`src/rtl/agc_seq_pkg.sv`:
```
package agc_seq_pkg;

    typedef enum logic [1:0] {
        PH_UPD    = 2'd0,
        PH_SETTLE = 2'd1,
        PH_FIX    = 2'd2
    } phase_e;

endpackage

```
`src/rtl/agc_holdoff.sv`:
```
module agc_holdoff #(
    parameter int LEN_W = 16
) (
    input  logic             clk,
    input  logic             rst,
    input  logic             load,
    input  logic [LEN_W-1:0] settle_len,
    output logic             busy
);

    typedef struct packed {
        logic [LEN_W-1:0] cnt;
    } hold_t;

    hold_t st_d, st_q;
    logic [LEN_W-1:0] load_val;

    // a zero setting still blocks for one cycle
    always_comb begin
        load_val = (settle_len == '0) ? LEN_W'(1) : settle_len;
        st_d     = st_q;
        if (rst) begin
            st_d.cnt = '0;
        end else if (load) begin
            st_d.cnt = load_val;
        end else if (st_q.cnt != '0) begin
            st_d.cnt = st_q.cnt - LEN_W'(1);
        end
    end

    always_ff @(posedge clk) begin
        st_q <= st_d;
    end

    assign busy = (st_q.cnt != '0);

    // the top must never reload while the counter is still running
    a_r6_load_only_idle: assert property (@(posedge clk) disable iff (rst)
        load |-> !busy);

    // after a load the counter stays busy on the next cycle
    a_r6_busy_after_load: assert property (@(posedge clk) disable iff (rst)
        load |=> busy);

endmodule

```
`src/rtl/agc_phase_timer.sv`:
```
module agc_phase_timer
    import agc_seq_pkg::*;
#(
    parameter int LEN_W      = 16,
    parameter int FIX_CYCLES = 5
) (
    input  logic             clk,
    input  logic             rst,
    input  logic [LEN_W-1:0] upd_len,
    input  logic [LEN_W-1:0] luri_len,
    input  logic [LEN_W-1:0] settle_len,
    input  logic             fast_recov_en,
    input  logic             hold_busy,
    input  logic             attack_acc,
    output phase_e           phase,
    output logic             at_expiry,
    output logic             leave_upd
);

    localparam logic [LEN_W-1:0] FIX_LOAD = LEN_W'(FIX_CYCLES - 1);

    typedef struct packed {
        phase_e           ph;
        logic [LEN_W-1:0] cnt;
    } tmr_t;

    tmr_t st_d, st_q;
    logic [LEN_W-1:0] upd_sel;
    logic [LEN_W-1:0] upd_load;
    logic [LEN_W-1:0] set_load;

    // count down from length-1; zero lengths act as one cycle
    always_comb begin
        upd_sel  = fast_recov_en ? luri_len : upd_len;
        upd_load = (upd_sel == '0) ? '0 : upd_sel - LEN_W'(1);
        set_load = (settle_len == '0) ? '0 : settle_len - LEN_W'(1);
    end

    always_comb begin
        at_expiry = (st_q.ph == PH_UPD) && (st_q.cnt == '0);
        leave_upd = at_expiry && !hold_busy && !attack_acc;
    end

    always_comb begin
        st_d = st_q;
        if (rst) begin
            st_d.ph  = PH_UPD;
            st_d.cnt = upd_load;
        end else begin
            unique case (st_q.ph)
                PH_UPD: begin
                    if (st_q.cnt != '0) begin
                        st_d.cnt = st_q.cnt - LEN_W'(1);
                    end else if (leave_upd) begin
                        st_d.ph  = PH_SETTLE;
                        st_d.cnt = set_load;
                    end
                end
                PH_SETTLE: begin
                    if (st_q.cnt != '0) begin
                        st_d.cnt = st_q.cnt - LEN_W'(1);
                    end else begin
                        st_d.ph  = PH_FIX;
                        st_d.cnt = FIX_LOAD;
                    end
                end
                PH_FIX: begin
                    if (st_q.cnt != '0) begin
                        st_d.cnt = st_q.cnt - LEN_W'(1);
                    end else begin
                        st_d.ph  = PH_UPD;
                        st_d.cnt = upd_load;
                    end
                end
                default: begin
                    st_d.ph  = PH_UPD;
                    st_d.cnt = upd_load;
                end
            endcase
        end
    end

    always_ff @(posedge clk) begin
        st_q <= st_d;
    end

    assign phase = st_q.ph;

    // a phase change always goes to the next phase in the ring
    a_r1_phase_order: assert property (@(posedge clk) disable iff (rst)
        (st_q.ph != $past(st_q.ph)) |->
            ((($past(st_q.ph) == PH_UPD)    && (st_q.ph == PH_SETTLE)) ||
             (($past(st_q.ph) == PH_SETTLE) && (st_q.ph == PH_FIX))    ||
             (($past(st_q.ph) == PH_FIX)    && (st_q.ph == PH_UPD))));

    // a running hold-off keeps the block in the update interval
    a_r7_hold_stalls: assert property (@(posedge clk) disable iff (rst)
        (st_q.ph == PH_UPD && hold_busy) |=> (st_q.ph == PH_UPD));

    // the fixed delay never counts beyond its length
    a_r2_fix_bound: assert property (@(posedge clk) disable iff (rst)
        (st_q.ph == PH_FIX) |-> (st_q.cnt < LEN_W'(FIX_CYCLES)));

endmodule

```
`src/rtl/agc_strobe_gen.sv`:
```
module agc_strobe_gen (
    input  logic clk,
    input  logic rst,
    input  logic in_upd,
    input  logic at_expiry,
    input  logic attack_acc,
    input  logic leave_upd,
    input  logic recover_req,
    output logic gain_dec,
    output logic gain_inc
);

    typedef struct packed {
        logic rec_pend;
        logic dec;
        logic inc;
    } strb_t;

    strb_t st_d, st_q;

    always_comb begin
        st_d = st_q;
        if (rst) begin
            st_d = '0;
        end else begin
            st_d.dec = attack_acc;
            st_d.inc = leave_upd && (st_q.rec_pend || recover_req);
            if (leave_upd) begin
                st_d.rec_pend = 1'b0;
            end else if (at_expiry && attack_acc) begin
                // attack wins at the boundary: discard pending recovery
                st_d.rec_pend = 1'b0;
            end else if (in_upd && recover_req) begin
                st_d.rec_pend = 1'b1;
            end
        end
    end

    always_ff @(posedge clk) begin
        st_q <= st_d;
    end

    assign gain_dec = st_q.dec;
    assign gain_inc = st_q.inc;

    // an attack taken at expiry leaves nothing pending
    a_r9_drop_on_attack: assert property (@(posedge clk) disable iff (rst)
        (at_expiry && attack_acc) |=> !st_q.rec_pend);

endmodule

```
`src/rtl/agc_gain_sequencer.sv`:
```
module agc_gain_sequencer
    import agc_seq_pkg::*;
#(
    parameter int LEN_W      = 16,
    parameter int FIX_CYCLES = 5
) (
    input  logic             clk,
    input  logic             rst,
    input  logic             attack_req,
    input  logic             recover_req,
    input  logic             fast_attack_en,
    input  logic             fast_recov_en,
    input  logic [LEN_W-1:0] upd_len,
    input  logic [LEN_W-1:0] luri_len,
    input  logic [LEN_W-1:0] settle_len,
    output logic             gain_dec,
    output logic             gain_inc,
    output logic [1:0]       phase
);

    phase_e ph;
    logic   hold_busy;
    logic   attack_acc;
    logic   at_expiry;
    logic   leave_upd;
    logic   in_upd;

    always_comb begin
        in_upd     = (ph == PH_UPD);
        attack_acc = in_upd && attack_req && fast_attack_en && !hold_busy && !rst;
    end

    agc_holdoff #(
        .LEN_W (LEN_W)
    ) u_hold (
        .clk        (clk),
        .rst        (rst),
        .load       (attack_acc),
        .settle_len (settle_len),
        .busy       (hold_busy)
    );

    agc_phase_timer #(
        .LEN_W      (LEN_W),
        .FIX_CYCLES (FIX_CYCLES)
    ) u_tmr (
        .clk           (clk),
        .rst           (rst),
        .upd_len       (upd_len),
        .luri_len      (luri_len),
        .settle_len    (settle_len),
        .fast_recov_en (fast_recov_en),
        .hold_busy     (hold_busy),
        .attack_acc    (attack_acc),
        .phase         (ph),
        .at_expiry     (at_expiry),
        .leave_upd     (leave_upd)
    );

    agc_strobe_gen u_strb (
        .clk         (clk),
        .rst         (rst),
        .in_upd      (in_upd),
        .at_expiry   (at_expiry),
        .attack_acc  (attack_acc),
        .leave_upd   (leave_upd),
        .recover_req (recover_req),
        .gain_dec    (gain_dec),
        .gain_inc    (gain_inc)
    );

    assign phase = ph;

    // a decrement strobe follows an allowed request in the interval
    a_r5_dec_origin: assert property (@(posedge clk) disable iff (rst)
        gain_dec |-> $past(fast_attack_en && attack_req && ph == PH_UPD));

    // two decrements are never back to back
    a_r6_dec_spacing: assert property (@(posedge clk) disable iff (rst)
        gain_dec |=> !gain_dec);

    // an increment appears only on entry to settling
    a_r8_inc_at_boundary: assert property (@(posedge clk) disable iff (rst)
        gain_inc |-> (ph == PH_SETTLE && $past(ph) == PH_UPD));

    // the two strobes never coincide
    a_r9_strobes_exclusive: assert property (@(posedge clk) disable iff (rst)
        !(gain_dec && gain_inc));

endmodule

```
`config.mk`:
```
export PLATFORM = sky130hd
export DESIGN_NAME = agc_gain_sequencer
export DESIGN_NICKNAME = d
export VERILOG_FILES = /design/src/rtl/agc_seq_pkg.sv /design/src/rtl/agc_holdoff.sv /design/src/rtl/agc_phase_timer.sv /design/src/rtl/agc_strobe_gen.sv /design/src/rtl/agc_gain_sequencer.sv
export SDC_FILE = /design/constraint.sdc
export NUM_CORES = 1
export LEC_CHECK = 0
export BUFFER_PORTS_ARGS = -buffer_cell sky130_fd_sc_hd__buf_2
export CAP_MARGIN = 20
export CORE_UTILIZATION = 55
export CTS_CLUSTER_SIZE = 28
export DETAILED_ROUTE_END_ITERATION = 8
export PLACE_DENSITY = 0.79
export SYNTH_ARGS = -nofsm -noshare
export SYNTH_HDL_FRONTEND = slang
export SYNTH_HIERARCHICAL = 1
export SYNTH_SLANG_ARGS = --single-unit
```
`constraint.sdc`:
```
create_clock -name clk -period 3.7 [get_ports clk]
set_input_delay 0.37 -clock clk [delete_from_list [all_inputs] [get_ports clk]]
set_output_delay 0.37 -clock clk [all_outputs]
set_load 0.01 [all_outputs]
```
==> summary.txt, run 1 <==
STA
  • Worst-margin pin slew: 0.916 ns
  • FMAX: 329 MHz
  • Hold_ws: between 0.3 and 0.4 ns
  • Pins over their slew limit: 0
  • Fin crit period: 3.04 ns
  • Worst Skew: 0.00611 ns
  • Hold Vio Cnt, Final: 0
  • Worst relative slew slack: 38.8%
  • Total negative slack: 0 ns
  • Setup violators final: 0
  • Tcrit/Tclk final: between 80% and 90%
  • RSZ-0062 raised after global routing: no
  • Final setup margin: 0.661 ns

Synth
  • EDFF count, synth: 16
  • Synth area leader: edfxtp_1
  • Most frequent cell after synthesis: nor2_1
  • Yosys top cell area share: between 10 and 15%
  • Post-synth top cells: nor2_1, nand2_1, nor3_1, o21ai_0, a21oi_1
  • Post-synthesis cell type count: 67
  • Mapped Area: 3270 sq um
  • Post-Syn Nets: 458
  • Post-synthesis sequential area ratio: 27.5%
  • FF+latch count, synth: 37
  • Synth Warn #: 6
  • Syn_area_per_cell: between 8 and 9 sq um
  • Post-Synthesis Cells: 398
  • Synth Flop Type: dfxtp_1
  • Area contributors post-synth: edfxtp_1, dfxtp_1, xnor2_1
  • Synth async-reset ratio: 0%

Worst setup path
  • Setup crit start kind: flop
  • R2r setup slk: 0.66 ns
  • RR Endpoint: u_hold/st_q[5]$_SDFFE_PP0P_
  • Crit-path cells: inv_1, ha_1, nor4b_1, nand4_2, nor4b_4, clkinv_1, nor3_1, nand2_1, o21ai_0
  • CP Capture Type: flop
  • Data arrival, critical path: 3.27 ns
  • Crit path to: u_hold/st_q[5]$_SDFFE_PP0P_
  • WP data required: 3.93 ns
  • Worst Path Max Fanout: 10
  • CP max stage cell: nor3_1
  • Critical path's largest stage delay: 0.59 ns
  • Worst Path Class, Setup: flop to flop
  • Reg2reg path depth: 9
  • Worst r2r src: u_hold/st_q[0]$_SDFFE_PP0P_
  • Worst setup startpoint: u_hold/st_q[0]$_SDFFE_PP0P_

Placed design
  • Dpl ws: 0.719 ns
  • Placer congestion estimate: 0.924
  • Hpwl dp: ~6.9 mm
  • PortBufs: 57

CTS
  • Deepest clock path buffer count: 2
  • Hold buffer count at CTS: 0
  • Clk_lat worst skew: 0.29 ns
  • CTS Root Cell: clkbuf_8
  • Worst-path clk slew: 0.08 ns
  • # Post-CTS Setup Buffers: 0
  • TritonCTS clock tree: done
  • H-tree lvl count: 2
  • Total CTS buffers: 5
  • # resized after CTS: 0
  • Clk sinks: 37

Floorplanning
  • Num rows: 27
  • Die area: 6260 sq um
  • Core area: about 5600 sq um
  • Initial Utilization: 58.3%
  • Die X-Extent: a little under 80 microns
  • # IOs: 58
  • Die height: 79.1 microns

Cells and area
  • Area of the multi-input gates: ~2300 sq um
  • Fill cell count: 498
  • Register Area: around 900 sq um
  • Ant. Diodes: 0
  • Area Overhead vs Synth: 13.4%
  • Share of cells above drive strength 1: 20.5%
  • Fin nets: 512

Route
  • M1 WL: 4.00 mm
  • Detailed-route wire length per cell: 16.8 microns
  • 1st-iter DRT viols: 226
  • DRC errors left: 0
  • DR pass1 iterations: 5
  • Total routed wirelength: 8.84 mm
  • Routed vias/inst: 6.22
  • Detail Route met2 WL: between 4 and 5 mm
  • Met3 WL: 669 microns
  • Uppermost layer routed: met4
  • Post-route ant nets: 0
  • Via count: 3,265

Power
  • Maximum VDD drop: 0.435 mV
  • Post-route total power: 1.66 mW
  • Pwr/cell area: roughly 450 nW/um^2
  • Lkg Pwr: 1.44 nW

Run status
  • Outcome: finished, final reports clean

Global routing
  • Global-route wire length before repair: 14.8 mm
  • Vias in the first global route: approximately 3,100
  • Initial antenna violation count: 0
  • GRT Resource Usage Total: 30.6%
  • GRT overflow: 0
  • Largest net degree at the start of global routing: 30

Worst hold path
  • Hold Path Class: input pin to flop
  • Hold_sp: settle_len[9]

Flow run
  • Max-Cap Viols: 0
[layer usage]
layer,track usage [%],up-vias
met1,41.5,1518
li1,-,1592
met3,7.13,18
met5,0,-
met4,10.2,0
met2,47.6,137
[cell type report]
type	count	share of cell area (%)
clock buffers	8	3.00
inverters	10	1.01
multi-input cells	339	61.2
flip-flops and latches	37	24.3
well taps	72	2.43
repair buffers	59	8.09
[placed cells by master, fill, tap and decap left out, types with 11 or more instances in the layout]
master	instances
xor2_1	21
dfxtp_1	21
nor2_1	43
o21ai_0	23
buf_2	57
a21oi_1	22
o22ai_1	11
nor4_1	13
xnor2_1	21
nor3_1	24
edfxtp_1	16
mux2i_1	18
nand2_1	36
[registers in the layout, summed over array words and instances (netlist names)]
name and count:
u_tmr/phase 2, u_tmr/st_q 16, u_hold/st_q 16, u_strb/gain_dec 1
u_strb/gain_inc 1, u_strb/st_q 1
[power breakdown]
part           internal (mW)  total, mW  switching (mW)
logic                  0.306      0.701           0.395
registers              0.514      0.619           0.105
clock network          0.193      0.343           0.150
[kinds of logic after synthesis]
family	count (synthesis)	synth area share, %
compound gates	87	16.5
xor+xnor	42	11.2
fa+ha+maj	6	2.29
buf+inv	22	3.21
flops	37	27.5
mux	21	6.54
simple gates	183	32.7
[how the worst min path moves through the flow]
stage                                   end  slack (ns)  cells past startpoint
4_1_cts        u_hold/st_q[14]$_SDFFE_PP0P_        0.34                      3
3_5_place_dp     u_strb/gain_inc$_SDFF_PP0_        0.49                      2
5_1_grt        u_hold/st_q[14]$_SDFFE_PP0P_        0.35                      3
3_3_place_gp     u_strb/gain_inc$_SDFF_PP0_        0.49                      2
6_report        u_hold/st_q[9]$_SDFFE_PP0P_        0.35                      3
2_1_floorplan   u_tmr/phase[1]$_SDFFE_PP0P_        0.44                      1
[critical path, delay by kind of cell, from the launching register on]
| kind | cells | cell delay (ns) |
|---|---|---|
| AOI/OAI and AO/OA | 1 | 0.08 |
| adders and majority gates | 1 | 0.27 |
| buffers and inverters | 2 | 0.40 |
| DFF | 1 | 0.33 |
| and+or+nand+nor | 5 | 1.89 |
[stage by stage]
stage               instances  instance area [sq um]  utilization [%]
floorplan                 398                   3270                -
global placement          517                   3600             64.2
detailed placement        517                   3600             64.2
CTS                       525                   3710             66.2
global route              525                   3710             66.2
finish                    525                   3710             66.2
Note: power is estimated with default switching activity, not from simulation.
==> inputs of run 2 (changes only) <==
CORE_UTILIZATION = 52   (was 55)
PLACE_DENSITY = 0.78   (was 0.79)
clock period = 2.6 ns   (was 3.7 ns; I/O delays follow)
==> run 2 against run 1 <==
Compared with the run above:
- clock skew up 0.0014 ns
- critical endpoint is now u_tmr/st_q[15]$_DFFE_PP_
- clock power up 15%
- highest routed layer unchanged
- combinational power up 48%
- utilization down 2.2 points
- worst hold slack worse by 0.11 ns
- sequential power up 42%
- critical path depth down 3
==> summary.txt, run 2 (synthesis results as in run 1) <==
CTS
  • CTS Root Cell: clkbuf_8 (unchanged)
  • Clk_lat worst skew: 0.30 ns (was 0.29 ns)
  • # Post-CTS Setup Buffers: 0 (unchanged)
  • Worst-path clk slew: 0.08 ns (about the same)
  • Hold buffer count at CTS: 0 (unchanged)
  • H-tree lvl count: 2 (unchanged)
  • Clk sinks: 37 (unchanged)
  • TritonCTS clock tree: done (unchanged)
  • Total CTS buffers: 5 (unchanged)
  • Deepest clock path buffer count: 2 (unchanged)
  • # resized after CTS: 0 (unchanged)

Cells and area
  • Share of cells above drive strength 1: 23.8% (was 20.5%)
  • Finished Layout Cells: 545 (was 525)
  • Commonest cells after routing, fill and taps aside: buf_2, nor2_1, nand2_1 (unchanged)
  • Fin nets: 529 (was 512)
  • Final core area utilization: 64.0% (was 66.2%)
  • Fill cell count: 510 (was 498)
  • Area Overhead vs Synth: 17.1% (was 13.4%)
  • Commonest non-fill, non-tap cell in the layout: buf_2 (unchanged)
  • Ant. Diodes: 0 (unchanged)

Route
  • 1st-iter DRT viols: 284 (was 226)
  • DRC errors left: 0 (unchanged)
  • Total routed wirelength: 8.85 mm (was 8.84 mm)
  • Detailed-route wire length per cell: 16.2 microns (was 16.8 microns)
  • Via count: 3,354 (was 3,265)
  • Routed vias/inst: 6.15 (was 6.22)
  • Post-route ant nets: 0 (unchanged)
  • DR pass1 iterations: 5 (unchanged)

Flow run
  • Max-Cap Viols: 0 (unchanged)

STA
  • Fin crit period: 2.49 ns (was 3.04 ns)
  • Pins over their slew limit: 0 (unchanged)
  • RSZ-0062 raised after global routing: no (unchanged)
  • Hold_ws: 0.241 ns (was 0.349 ns)
  • Setup violators final: 0 (unchanged)
  • Worst relative slew slack: 60.5% (was 38.8%)
  • Hold Vio Cnt, Final: 0 (unchanged)
  • Total negative slack: 0 ns (unchanged)
  • Tcrit/Tclk final: 95.9% (was 82.1%)
  • FMAX: 401 MHz (was 329 MHz)
  • Worst Skew: 0.00748 ns (was 0.00611 ns)
  • Worst-margin pin slew: 0.593 ns (was 0.916 ns)
  • Final setup margin: 0.107 ns (was 0.661 ns)

Worst setup path
  • Worst Path Class, Setup: flop to flop (unchanged)
  • Setup crit start kind: flop (unchanged)
  • Data arrival, critical path: 2.53 ns (was 3.27 ns)
  • CP Capture Type: flop (unchanged)
  • WP data required: 2.64 ns (was 3.93 ns)
  • Worst Path Max Fanout: 5 (was 10)

Global routing
  • GRT Resource Usage Total: 28.6% (was 30.6%)
  • Vias in the first global route: 3,060 (was 3,137)
  • Global-route wire length before repair: 14.5 mm (was 14.8 mm)
  • Grt met3 use: 4.27% (was 7.13%)
  • GRT overflow: 0 (unchanged)
  • Met1 GRT Util: 39.5% (was 41.5%)
  • Grt peak-use layer: met2 (unchanged)
  • Largest net degree at the start of global routing: 28 (was 30)
  • Initial antenna violation count: 0 (unchanged)
  • Met2 Use GR: 46.3% (was 47.6%)

Placed design
  • PortBufs: 57 (unchanged)
  • # placed instances: 537 (was 517)
  • Placer congestion estimate: 0.918 (was 0.924)
  • Dpl ws: 0.156 ns (was 0.719 ns)
  • Hpwl dp: 7.03 mm (was 6.87 mm)

Floorplanning
  • Die area: 6610 sq um (was 6260 sq um)
  • Num rows: 28 (was 27)
  • Initial Utilization: 54.6% (was 58.3%)
  • # IOs: 58 (unchanged)
  • Core area: 5990 sq um (was 5610 sq um)
  • Die X-Extent: 81.3 microns (was 79.1 microns)
  • Die height: 81.3 microns (was 79.1 microns)

Run status
  • Outcome: finished, final reports clean (unchanged)

Power
  • Lkg Pwr: 1.51 nW (was 1.44 nW)
  • Pwr/cell area: 605 nW/um^2 (was 448 nW/um^2)
  • Maximum VDD drop: 0.522 mV (was 0.435 mV)

Worst hold path
  • Hold Path Class: input pin to flop (unchanged)
==> run 2: cell types whose count changed in the layout (fill, tap and decap cells not counted), sizes merged <==
cell | before | now
clkinv | 1 | 3
buf | 59 | 76
clkbuf | 8 | 6
==> run 2: critical path: stages (launching register included) <==
cell and delay, ns:
edfxtp_1 0.48, or4_4 0.63, nor3b_2 0.24, nor4b_2 0.24, mux2_1 0.34, a21oi_1 0.20, o22ai_1 0.11
==> run 2: cell type report <==
cell class	count	area, sq um	share of cell area, %
sequential	37	901	23.5
inverter	10	38.8	1.01
clock inverter	2	10.0	0.261
tap	75	93.8	2.45
clock buffer	6	72.6	1.89
multi-input combinational	339	2280	59.4
timing repair buffer	76	440	11.5
==> run 2: metrics by stage <==
stage               power, mW  instance area (sq um)
CTS                      2.31                   3830
detailed placement       1.91                   3750
global placement         1.88                   3750
finish                   2.32                   3830
floorplan                1.59                   3280
global route             2.48                   3830
==> run 2: layer usage <==
| metal | part of all wire, % | vias up |
|---|---|---|
| li1 | - | 1625 |
| met4 | 1.3 | 0 |
| met5 | 0 | - |
| met3 | 6.6 | 15 |
| met2 | 46 | 128 |
| met1 | 46 | 1586 |
==> run 2: worst paths after layout <==
| path | cells after the start | end | from | slack (ns) |
|---|---|---|---|---|
| max | 6 | u_tmr/st_q[15]$_DFFE_PP_ | u_tmr/st_q[2]$_DFFE_PP_ | 0.11 |
| min | 3 | u_hold/st_q[5]$_SDFFE_PP0P_ | settle_len[5] | 0.24 |
| max reg2reg | 6 | u_tmr/st_q[15]$_DFFE_PP_ | u_tmr/st_q[2]$_DFFE_PP_ | 0.11 |
| min reg2reg | 2 | u_strb/gain_inc$_SDFF_PP0_ | u_strb/st_q[2]$_SDFFE_PP0P_ | 0.50 |
==> run 2: report_power, final <==
| part | switching, mW | internal, mW |
|---|---|---|
| clock network | 0.210 | 0.186 |
| logic | 0.561 | 0.482 |
| registers | 0.148 | 0.732 |
